==> config.mk <==
export PLATFORM = sky130hd
export DESIGN_NAME = uart_regfront
export DESIGN_NICKNAME = d
export VERILOG_FILES = /design/src/rtl/uart_rf_pkg.sv /design/src/rtl/uart_rf_decode.sv /design/src/rtl/uart_rf_status.sv /design/src/rtl/uart_rf_irq.sv /design/src/rtl/uart_regfront.sv
export SDC_FILE = /design/constraint.sdc
export NUM_CORES = 1
export LEC_CHECK = 0
export BUFFER_PORTS_ARGS = -buffer_cell sky130_fd_sc_hd__buf_2
export CAP_MARGIN = 10
export CORE_MARGIN = 2
export CORE_UTILIZATION = 56
export CTS_CLUSTER_DIAMETER = 150
export DETAILED_ROUTE_END_ITERATION = 6
export PLACE_DENSITY = 0.78
export SLEW_MARGIN = 20
export SYNTH_ARGS = -nofsm -noshare
export SYNTH_HDL_FRONTEND = slang
export SYNTH_SLANG_ARGS = --single-unit
==> constraint.sdc <==
create_clock -name clk -period 3 [get_ports clk]
set_input_delay 0.3 -clock clk [delete_from_list [all_inputs] [get_ports clk]]
set_output_delay 0.3 -clock clk [all_outputs]
set_load 0.05 [all_outputs]
==> src/rtl/uart_rf_pkg.sv <==
package uart_rf_pkg;
   localparam int REG_W   = 32;
   localparam int NREG    = 7;
   localparam int BIT_RXF = 5;
   localparam int BIT_TXD = 6;
   localparam int BIT_TXE = 7;
   localparam int NFLAG   = 3;
   localparam int FLAG_POS [NFLAG] = '{BIT_RXF, BIT_TXD, BIT_TXE};
   localparam logic [REG_W-1:0] STAT_RESET = 32'h0000_00C0;

   typedef enum int {
      RI_STAT  = 0,
      RI_DATA  = 1,
      RI_BAUD  = 2,
      RI_CTL1  = 3,
      RI_CTL2  = 4,
      RI_CTL3  = 5,
      RI_GUARD = 6
   } reg_idx_e;

   localparam int NCFG = 4;
   localparam int CFG_IDX [NCFG] = '{RI_BAUD, RI_CTL2, RI_CTL3, RI_GUARD};
endpackage

==> src/rtl/uart_rf_decode.sv <==
module uart_rf_decode
   import uart_rf_pkg::*;
#(
   parameter int ADDR_W = 5,
   parameter int N      = NREG
) (
   input  logic              sel,
   input  logic [ADDR_W-1:0] addr,
   output logic [N-1:0]      hit
);
   localparam int SPAN = N * 4;

   if ((1 << ADDR_W) < SPAN) begin : g_addr_chk
      $error("ADDR_W too narrow for register span");
   end

   for (genvar i = 0; i < N; i++) begin : g_hit
      assign hit[i] = sel && (addr == ADDR_W'(i * 4));
   end
endmodule

==> src/rtl/uart_rf_status.sv <==
module uart_rf_status
   import uart_rf_pkg::*;
(
   input  logic             clk,
   input  logic             rst_n,
   input  logic             stat_wr,
   input  logic [REG_W-1:0] wdata,
   input  logic             data_rd,
   input  logic             data_wr,
   input  logic             rx_take,
   output logic             rxf,
   output logic             txd,
   output logic             txe
);
   logic rxf_q, txd_q;

   always_ff @(posedge clk or negedge rst_n) begin
      if (!rst_n) begin
         rxf_q <= STAT_RESET[BIT_RXF];
         txd_q <= STAT_RESET[BIT_TXD];
      end else begin
         if (rx_take)
            rxf_q <= 1'b1;
         else if (data_rd || (stat_wr && !wdata[BIT_RXF]))
            rxf_q <= 1'b0;

         if (data_wr)
            txd_q <= 1'b1;
         else if (stat_wr && !wdata[BIT_TXD])
            txd_q <= 1'b0;
      end
   end

   assign rxf = rxf_q;
   assign txd = txd_q;
   assign txe = 1'b1;


   txd_set_chk: assert property (@(posedge clk) disable iff (!rst_n)
      data_wr |=> txd);


   rxf_set_chk: assert property (@(posedge clk) disable iff (!rst_n)
      rx_take |=> rxf);


   rxf_clr_chk: assert property (@(posedge clk) disable iff (!rst_n)
      (data_rd && !rx_take) |=> !rxf);


   rx_wins_chk: assert property (@(posedge clk) disable iff (!rst_n)
      (rx_take && stat_wr && !wdata[BIT_RXF]) |=> rxf);


   keep_one_chk: assert property (@(posedge clk) disable iff (!rst_n)
      (stat_wr && wdata[BIT_TXD] && txd) |=> txd);
endmodule

==> src/rtl/uart_rf_irq.sv <==
module uart_rf_irq
   import uart_rf_pkg::*;
(
   input  logic [REG_W-1:0] stat,
   input  logic [REG_W-1:0] ctl1,
   output logic             irq
);
   logic [NFLAG-1:0] hot;

   for (genvar k = 0; k < NFLAG; k++) begin : g_src
      assign hot[k] = stat[FLAG_POS[k]] & ctl1[FLAG_POS[k]];
   end

   assign irq = |hot;
endmodule

==> src/rtl/uart_regfront.sv <==
module uart_regfront
   import uart_rf_pkg::*;
#(
   parameter int ADDR_W = 5,
   parameter int RX_W   = 9,
   parameter int RD_W   = 10
) (
   input  logic              clk,
   input  logic              rst_n,
   input  logic              bus_sel,
   input  logic              bus_wr,
   input  logic [ADDR_W-1:0] bus_addr,
   input  logic [31:0]       bus_wdata,
   output logic [31:0]       bus_rdata,
   input  logic              rx_valid,
   input  logic [RX_W-1:0]   rx_char,
   output logic              rx_ready,
   output logic              irq
);
   localparam int KEEP_W = (RX_W < RD_W) ? RX_W : RD_W;

   if (RD_W > REG_W || RD_W < 1) begin : g_rdw_chk
      $error("RD_W must lie in 1..REG_W");
   end
   if (RX_W < 1 || RX_W > REG_W) begin : g_rxw_chk
      $error("RX_W must lie in 1..REG_W");
   end

   logic [NREG-1:0] hit;
   logic [NREG-1:0] wr_hit, rd_hit;
   logic            rxf, txd, txe;
   logic            rx_take;
   logic [RX_W-1:0] data_q;
   logic [REG_W-1:0] ctl1_q;
   logic [REG_W-1:0] cfg_q [NCFG];
   logic [REG_W-1:0] stat_word;
   logic [REG_W-1:0] rd_mux;
   logic [REG_W-1:0] rdata_q;

   uart_rf_decode #(.ADDR_W(ADDR_W), .N(NREG)) u_dec (
      .sel  (bus_sel),
      .addr (bus_addr),
      .hit  (hit)
   );

   assign wr_hit  = hit & {NREG{bus_wr}};
   assign rd_hit  = hit & {NREG{~bus_wr}};
   assign rx_ready = ~rxf;
   assign rx_take  = rx_valid & rx_ready;

   uart_rf_status u_stat (
      .clk     (clk),
      .rst_n   (rst_n),
      .stat_wr (wr_hit[RI_STAT]),
      .wdata   (bus_wdata),
      .data_rd (rd_hit[RI_DATA]),
      .data_wr (wr_hit[RI_DATA]),
      .rx_take (rx_take),
      .rxf     (rxf),
      .txd     (txd),
      .txe     (txe)
   );

   always_comb begin
      stat_word          = '0;
      stat_word[BIT_RXF] = rxf;
      stat_word[BIT_TXD] = txd;
      stat_word[BIT_TXE] = txe;
   end

   uart_rf_irq u_irq (
      .stat (stat_word),
      .ctl1 (ctl1_q),
      .irq  (irq)
   );

   always_ff @(posedge clk or negedge rst_n) begin
      if (!rst_n)
         data_q <= '0;
      else if (rx_take)
         data_q <= rx_char;
   end

   always_ff @(posedge clk or negedge rst_n) begin
      if (!rst_n)
         ctl1_q <= '0;
      else if (wr_hit[RI_CTL1])
         ctl1_q <= bus_wdata;
   end

   for (genvar c = 0; c < NCFG; c++) begin : g_cfg
      always_ff @(posedge clk or negedge rst_n) begin
         if (!rst_n)
            cfg_q[c] <= '0;
         else if (wr_hit[CFG_IDX[c]])
            cfg_q[c] <= bus_wdata;
      end
   end

   always_comb begin
      rd_mux = '0;
      if (rd_hit[RI_STAT]) rd_mux = stat_word;
      if (rd_hit[RI_DATA]) rd_mux[KEEP_W-1:0] = data_q[KEEP_W-1:0];
      if (rd_hit[RI_CTL1]) rd_mux = ctl1_q;
      for (int c = 0; c < NCFG; c++) begin
         if (rd_hit[CFG_IDX[c]]) rd_mux = cfg_q[c];
      end
   end

   always_ff @(posedge clk or negedge rst_n) begin
      if (!rst_n)
         rdata_q <= '0;
      else if (bus_sel && !bus_wr)
         rdata_q <= rd_mux;
   end

   assign bus_rdata = rdata_q;


   rx_hold_chk: assert property (@(posedge clk) disable iff (!rst_n)
      (rx_valid && !rx_ready) |=> $stable(data_q));


   idle_irq_chk: assert property (@(posedge clk) disable iff (!rst_n)
      ctl1_q[BIT_TXE] |-> irq);


   unmapped_wr_chk: assert property (@(posedge clk) disable iff (!rst_n)
      (bus_sel && bus_wr && hit == '0) |=> ($stable(ctl1_q) && $stable(cfg_q[0])
                                             && $stable(cfg_q[3])));


   rdata_hold_chk: assert property (@(posedge clk) disable iff (!rst_n)
      !(bus_sel && !bus_wr) |=> $stable(bus_rdata));
endmodule

Yosys cells after proc, flatten, opt, wreduce, memory -nomap -nowiden

Cells that the tools add are included.

Output and inout port bits: 34
Word-level logic and storage cells: 51
Bits of input ports: 51
Register bits after elaboration: 203

Bitwise logic cells: 7
Equal/unequal tests: 6
Mux-type cells: 11
Reduce and logical (&&, ||, !) cells: 18

Operators with widths:

| operator                                      | count |
|---|---|
| 2-to-1 mux 32 bit                             | 5 |
| == test 5 bit, second input constant          | 3 |
| bitwise AND 7 bit                             | 2 |
| == test 5 x 4 -> 1 bit, second input constant | 2 |
| logical AND 1 bit                             | 10 |
| 2-to-1 mux 9 bit                              | 1 |
| 2-to-1 mux 8 bit                              | 1 |
| == test 5 x 3 -> 1 bit, second input constant | 1 |
| logical NOT 5 bit                             | 1 |
| 2-to-1 mux 1 bit                              | 4 |
| nonzero test 2 bit                            | 2 |
| bitwise AND 1 bit                             | 3 |
| logical NOT 1 bit                             | 3 |
| OR reduction 3 bit                            | 1 |
| NOT 1 bit                                     | 2 |
| logical OR 1 bit                              | 1 |

Depth between registers and ports, before layout

Gate-level depths: netlist (run 1).

Depth in word-level cells: 10
Depth in mapped cells: 7
Depth with buffers taken out: 4

Hierarchy

From an unflattened synthesis (run 1), not the netlist that was laid out.

Cell total of the unflattened synthesis: 712
Area, all modules: 8983.6 µm²

Modules (own cells, without submodules):

| module         | cells each | times used | area each (µm²) |
|---|---|---|---|
| uart_regfront  | 688        | 1          | 8790.9 |
| uart_rf_status | 9          | 1          | 95.1 |
| uart_rf_decode | 13         | 1          | 83.8 |
| uart_rf_irq    | 2          | 1          | 13.8 |

Worst setup path after synthesis (run 1)

No wires, ideal clock.

Path type: in2reg
Start point: input bus_addr[1]
End point: register ctl1_q[29]
Arrival: 1.741 ns
Buffers on the path: 2
Cell stages on the path: 6
Slack: 1.132 ns
Required time: 2.873 ns
Cell sequence: or3b_1 -> buf_4 -> nor3b_4 -> nand3_2 -> buf_6 -> mux2_1

Cells in the longest elaborated chain, start to end: 3

Ends and longest elaborated chain:

| what                   | line                 | source |
|---|---|---|
| start, declared        | uart_regfront.sv:12  | `input logic [ADDR_W-1:0] bus_addr,` |
| == test 5 x 4 -> 1 bit | uart_rf_decode.sv:18 | `assign hit[i] = sel && (addr == ADDR_W'(i * 4));` |
| logical AND 1 bit      | uart_rf_decode.sv:18 |  |
| bitwise AND 7 bit      | uart_regfront.sv:46  | `assign wr_hit = hit & {NREG{bus_wr}};` |
| end signal, assigned   | uart_regfront.sv:88  | `ctl1_q <= bus_wdata;` |
| end, declared          | uart_regfront.sv:34  | `logic [REG_W-1:0] ctl1_q;` |

Every way passes these cells.
A chain may end at the register's enable or synchronous reset.

Worst setup path in the final report (run 1)

Start point: input bus_addr[1]
End point: register rdata_q[10], in the netlist bus_rdata[10]

Cells in the longest elaborated chain, start to end: 8

Ends and longest elaborated chain:

| what                           | line                 | source |
|---|---|---|
| == test 5 x 4 -> 1 bit         | uart_rf_decode.sv:18 |  |
| logical AND 1 bit              | uart_rf_decode.sv:18 |  |
| bitwise AND 7 bit (*)          | uart_regfront.sv:47  | `assign rd_hit = hit & {NREG{~bus_wr}};` |
| 2-to-1 mux 32 bit              | uart_regfront.sv:104 | `if (rd_hit[RI_CTL1]) rd_mux = ctl1_q;` |
| 2-to-1 mux 32 bit (3 in a row) | uart_regfront.sv:106 | `if (rd_hit[CFG_IDX[c]]) rd_mux = cfg_q[c];` |
| 2-to-1 mux 32 bit (*)          | uart_regfront.sv:106 |  |
| end signal, assigned           | uart_regfront.sv:114 | `rdata_q <= rd_mux;` |
| end, declared                  | uart_regfront.sv:38  | `logic [REG_W-1:0] rdata_q;` |

Mark *: on every way between the ends. The rest lies on a longest branch, timed or not.

==> results of run 1 <==
==> cells in the mapped netlist, types with 6 or more instances <==
| library cell | instances | area share |
|---|---|---|
| dfrtp_1 | 202 | 0.57 |
| mux2_2 | 171 | 0.22 |
| nor2_1 | 49 | 0.021 |
| nand2_1 | 39 | 0.017 |
| o21ai_0 | 29 | 0.016 |
| a221oi_1 | 28 | 0.028 |
| clkbuf_1 | 22 | 0.0093 |
| a211oi_1 | 17 | 0.014 |
| buf_2 | 17 | 0.0096 |
| nor3_1 | 16 | 0.0090 |
| o2bb2ai_1 | 10 | 0.0099 |
| a21oi_1 | 9 | 0.0051 |
| a22o_1 | 7 | 0.0069 |
| buf_6 | 6 | 0.0076 |
| o221ai_1 | 6 | 0.0059 |
==> final timing paths <==
path | startpoint | end | slack, ns | cells after the start
max in group asynchronous | rst_n | cfg_q[26] | 2.17 | 2
max | bus_addr[1] | bus_rdata[10] | 0.93 | 5
min in group clk | rx_char[2] | data_q[2] | 0.04 | 2
min | rst_n | data_q[7] | -0.07 | 1
max reg2reg | u_stat.rxf | data_q[5] | 1.35 | 2
min reg2reg | cfg_q[101] | cfg_q[101] | 0.50 | 1
==> layout by cell type, fill, tap and decap left out, drive strengths merged, types with 7 or more instances in the layout <==
| cell | Yosys | final |
|---|---|---|
| o2bb2ai | 10 | 10 |
| dfrtp | 202 | 202 |
| a22o | 7 | 7 |
| nand2 | 41 | 41 |
| mux2 | 175 | 175 |
| nor3 | 18 | 18 |
| clkbuf | 22 | 30 |
| a211oi | 17 | 17 |
| o21ai | 29 | 29 |
| nor2 | 49 | 49 |
| buf | 29 | 101 |
| a21oi | 9 | 9 |
| a221oi | 28 | 28 |
==> final cells by class <==
| cell class | instances | area (µm²) |
|---|---|---|
| Sequential cell | 203 | 5080 |
| Inverter | 2 | 7.51 |
| Timing Repair Buffer | 102 | 602 |
| Multi-Input combinational cell | 423 | 3510 |
| Tap cell | 211 | 264 |
| Clock inverter | 8 | 120 |
| Clock buffer | 29 | 576 |
| Fill cell | 1137 | 5150 |
==> metrics by stage <==
step                      cells  power, mW  instance area (µm²)  utilization  hold slack (ns)
after global routing        978       7.12                10200        0.663           0.0227
after floorplan             679       3.93                 8850            -          0.00441
final                       978       6.85                10200        0.663          -0.0679
after global placement      941       4.19                 9460        0.618            0.472
after detailed placement    941       4.26                 9460        0.618            0.485
after CTS                   978       6.90                10200        0.663           0.0107
==> kinds of logic (layout without fill, tap and decap cells) <==
kind of cell | count (synthesis) | after routing | share of synthesized area
and+or+nand+nor | 127 | 127 | 0.0684
AOI/OAI and AO/OA | 116 | 116 | 0.0947
muxes | 179 | 179 | 0.230
buffers and inverters | 53 | 141 | 0.0317
DFF | 203 | 203 | 0.574
xor gates and xnor gates | 1 | 1 | 0.000990
==> routing by layer <==
| metal | track usage | vias up | wire [µm] |
|---|---|---|---|
| li1 | - | 2639 | - |
| met1 | 0.342 | 3140 | 8630 |
| met2 | 0.428 | 151 | 9930 |
| met3 | 0.0431 | 41 | 971 |
| met4 | 0.0746 | 0 | 559 |
| met5 | 0 | - | 0 |
==> report_power, final <==
group          switching [mW]  internal (mW)
combinational           0.502          0.400
sequential              0.199           3.11
clock                    1.04           1.60
total                    1.74           5.11
==> flip-flops by register name, summed over array words and instances, names as in the netlist <==
register	count
cfg_q	128
u_stat.rxf	1
bus_rdata	32
data_q	9
u_stat.txd	1
ctl1_q	32
==> worst reg2reg max path: stages (launching register included) <==
cell and delay [ns]:
dfrtp_1 0.45, nor2b_1 0.68, mux2_2 0.41
==> impl_metrics.toml, run 1 <==
[route]
initialDrtViolationCount = 351
drt_first_pass_iters = 4
vias = 5971
post_drt_wl_per_cell_um = 20.5
drtAntennaViolNets = 0
route.detailed.drc = 0
vias_per_cell = 6.11
totalWireLength_um = 20100

[finish]
nets = 804
n_antenna_cell = 0
syn2layout_area_growth_pct = 14.8
drive_above_1_share = 0.413

[synthesis]
synth-seq-cells = 203
syn_inst = 679
ys_warn_count = 0
avgSynthCellArea_um2 = 13.0
synth_ff_type = "dfrtp_1"
syn-num-nets = 730
synthDistinctLibCells = 43
ys_seq_area_frac = 0.574
ys_async_sr_fraction = 1.00
synth_edf_count = 0
netlist_area_mm2 = 0.00885

[timing]
finalCritPeriodShare = 0.689
fmax_mhz = 484
finalSetupViolCount = 0
rsz0062_at_grt = "false"
finalSetupTns_ns = 0
finalWorstSetupSlack_ns = 0.933
max_slew_margin = 0.316
hold_slack_ns = -0.0679
min_period_ns = 2.07
worst_slew_pin_slew_ns = 1.03
final_max_slew_viol_count = 0
finalHoldViolCount = 50
clock_skew_ns = 0.0166

[pwr]
leakagePower_nw = 4.79
vdd_ir_drop_max_uv = 521
powerDensity_mw_per_mm2 = 674

[grt]
grt_max_degree = 123
grt_pass1_wl_um = 33700
gr-total-overflow = 0
first_global_vias = 6422
antenna_found_initial = 0
globalRouteTotalUtil = 0.254

[cts]
clkSinkCount = 203
cts.path.max_buffers = 3
cts_resized = 0
ctsHtreeMaxLevel = 1
cts_hold_buf = 0
cts_tree = "done"
cts.reportedPaths.clkPinSlew_ns = 0.06
numCtsBuffers = 21
cts_setup_buffers = 0
clock_latency_ns = 0.50
cts_root_buffer = "clkbuf_16"

[floorplanning]
die_w_um = 130
die_h_um = 130
dieArea_mm2 = 0.0168
pin_count = 85
core-area_mm2 = 0.0153
start_util = 0.578
rows = 45

[place]
dp_slack_ns = 0.498
dp_hpwl_um = 12200
routabilityCongestion = 0.767
port_buffers = 84

[setup_path]
crit_fanout = 22
critical_path_required_ns = 3.34
critPathCaptureType = "register"
arrival_ns = 2.41
critPathTopFamily = "simple AND/OR/NAND/NOR gates"
critPathLaunchType = "input port"
path_buf_inv = 1
critPathMaxStageDelay_ns = 0.86
path_class = "input port to register"
critPathSlowestCell = "or3_1"
crit_chain = "buf_2 -> or3b_1 -> or3_1 -> nor3_1 -> a211oi_1"

[hold_path]
hold_class = "input port to asynchronous set/reset pin"

[run_status]
violations = "negative hold slack"
run_status = "complete, but fails checks"

[flow_run]
cap_violations = 0
Power figures use the tool's default switching activity.
==> inputs of run 2 (changes only) <==
- ABC_AREA: default -> 1
- CORE_UTILIZATION: 56 -> 53
- clock period: 3 -> 1.7 ns (I/O delays scaled with it)
==> run 2 against run 1 <==
  * The run now ends clean
  * Critical path depth shrank 3
  * Register-to-register slack got worse by 0.83 ns
  * Clock power rose by 91%
  * Synthesized cell count up 40%
  * Wire length decreased by 1.0%
  * Non-clock buffer count is 44 higher
  * Critical path type is now register to output port
  * Combinational power grew 45%
  * Clock skew is 0.0065 ns lower
  * Hold slack better by 0.074 ns
  * Global-route usage decreased by 0.99 points
  * Sequential cell count did not move
==> impl_metrics.toml, run 2 <==
[run_status]
run_status = "finished clean"

[floorplanning]
die_w_um = 130
pin_count = 85
start_util = 0.538
dieArea_mm2 = 0.0170
core-area_mm2 = 0.0157
rows = 46
die_h_um = 130

[grt]
gr-total-overflow = 0
use_met3 = 0.0336
busiest_layer = "met2"
antenna_found_initial = 0
use_met1 = 0.354
first_global_vias = 6673
grt_max_degree = 51
met2_usage = 0.392
grt_pass1_wl_um = 33100
globalRouteTotalUtil = 0.244

[route]
drt_first_pass_iters = 5
drtAntennaViolNets = 0
vias_per_cell = 5.34
post_drt_wl_per_cell_um = 15.3
initialDrtViolationCount = 544
route.detailed.drc = 0
totalWireLength_um = 19900
vias = 6929

[timing]
finalSetupViolCount = 0
final_max_slew_viol_count = 0
finalCritPeriodShare = 0.975
max_slew_margin = 0.666
worst_slew_pin_slew_ns = 0.500
finalSetupTns_ns = 0
rsz0062_at_grt = "false"
finalHoldViolCount = 0
fmax_mhz = 603
min_period_ns = 1.66
clock_skew_ns = 0.0102

[cts]
clock_latency_ns = 0.49
ctsHtreeMaxLevel = 1
cts_setup_buffers = 0
cts_tree = "done"
numCtsBuffers = 22
clkSinkCount = 203
cts_root_buffer = "clkbuf_16"
cts.path.max_buffers = 3
cts.reportedPaths.clkPinSlew_ns = 0.06

[synthesis]
synthDistinctLibCells = 26
synthTopCellsByArea = "dfrtp_1 (60%), nand2_1 (15%), o21ai_1 (9.5%), nand3_1 (2.7%), nand4_1 (2.6%)"
yosys-top-cells-count = "nand2_1 (331), dfrtp_1 (202), o21ai_1 (161)"
avgSynthCellArea_um2 = 8.91
ys_async_sr_fraction = 1.00
ys_warn_count = 0
netlist_area_mm2 = 0.00845
synth.most_common_cell = "nand2_1"
yosysTopAreaCell = "dfrtp_1"
synth_top_area_share = 0.598
syn-num-nets = 999
ys_seq_area_frac = 0.601
synth_edf_count = 0
synth-seq-cells = 203
syn_inst = 948
synth_ff_type = "dfrtp_1"

[finish]
fin_util = 0.661
syn2layout_area_growth_pct = 22.9
drive_above_1_share = 0.166
final_common_cell = "nand2_1"
nets = 1117
largest_reg_flops = 128
n_antenna_cell = 0
largest-register = "cfg_q"
mostFrequentLayoutCells = "nand2_1 (330), dfrtp_1 (202), o21ai_1 (161), buf_2 (83), nand3_1 (46)"

[setup_path]
critPathMaxStageDelay_ns = 0.41
crit_chain = "a221o_1 -> buf_2"
path_class = "register to output port"
arrival_ns = 1.49
critical_path_required_ns = 1.53
critPathSlowestCell = "dfrtp_1"
critPathCaptureType = "output port"
critPathLaunchType = "register"
crit_fanout = 3

[pwr]
leakagePower_nw = 5.17
vdd_ir_drop_max_uv = 736
powerDensity_mw_per_mm2 = 1180

[place]
dp_hpwl_um = 12400
routabilityCongestion = 0.846
port_buffers = 84

[flow_run]
cap_violations = 0

[hold_path]
hold_class = "input port to register"
==> run 2: repair_timing <==
| item | 4_1_cts | 5_1_grt |
|---|---|---|
| hold buffers | 31 | 0 |
| setup endpoints to repair | 0 | 0 |
| endpoints found under the hold margin | 246 | 0 |
| gates resized for setup | 0 | 0 |
==> run 2: logic make-up after synthesis <==
family / share of synthesized area
compound gates: 0.114
buf+inv: 0.0489
flops: 0.601
mux: 0.0120
simple gates: 0.224
==> run 2: final timing paths <==
kind                               start         to  slack [ns]  cells after the start
min in group asynchronous          rst_n   cfg_q[4]        0.15                      2
setup reg to reg              u_stat.rxf  data_q[6]        0.52                      4
hold / removal             bus_wdata[16]  cfg_q[80]       0.007                      3
max in group asynchronous          rst_n  cfg_q[83]        0.87                      3
setup / recovery               ctl1_q[6]        irq        0.04                      2
hold reg to reg                cfg_q[39]  cfg_q[39]        0.48                      2
==> run 2: final cells by class <==
type	instances	area, µm²
Clock buffer	31	666
Multi-Input combinational cell	644	2970
Clock inverter	8	119
Sequential cell	203	5080
Fill cell	1243	5330
Timing Repair Buffer	146	1100
Inverter	49	184
Tap cell	216	270
==> run 2: metrics by stage <==
step | hold WS (ns) | std cells | total power [mW] | setup slack (ns) | instance area (µm²)
after global placement | 0.110 | 1227 | 7.11 | 0.228 | 9290
after floorplan | -0.126 | 948 | 6.69 | 0.214 | 8450
final | 0.00661 | 1297 | 12.2 | 0.0417 | 10400
after detailed placement | 0.108 | 1227 | 7.18 | 0.155 | 9290
after CTS | 0.000504 | 1297 | 12.3 | 0.0342 | 10400
after global routing | 0.0128 | 1297 | 12.7 | 0.0269 | 10400
==> run 2: critical path: cells and delay by family (launching register included) <==
family                 cells  cell delay [ns]
AOI/OAI and AO/OA          1             0.38
DFF                        1             0.41
buffers and inverters      1             0.22
==> run 2: routing by layer <==
| layer | up-vias | routed length (µm) |
|---|---|---|
| met5 | - | 0 |
| met4 | 0 | 230 |
| met3 | 21 | 987 |
| met2 | 203 | 9550 |
| met1 | 3333 | 9120 |
| li1 | 3372 | - |
==> run 2: power breakdown <==
group / switching, mW / internal (mW)
Clock: 1.87 / 3.18
Sequential: 0.361 / 5.49
Combinational: 0.772 / 0.536
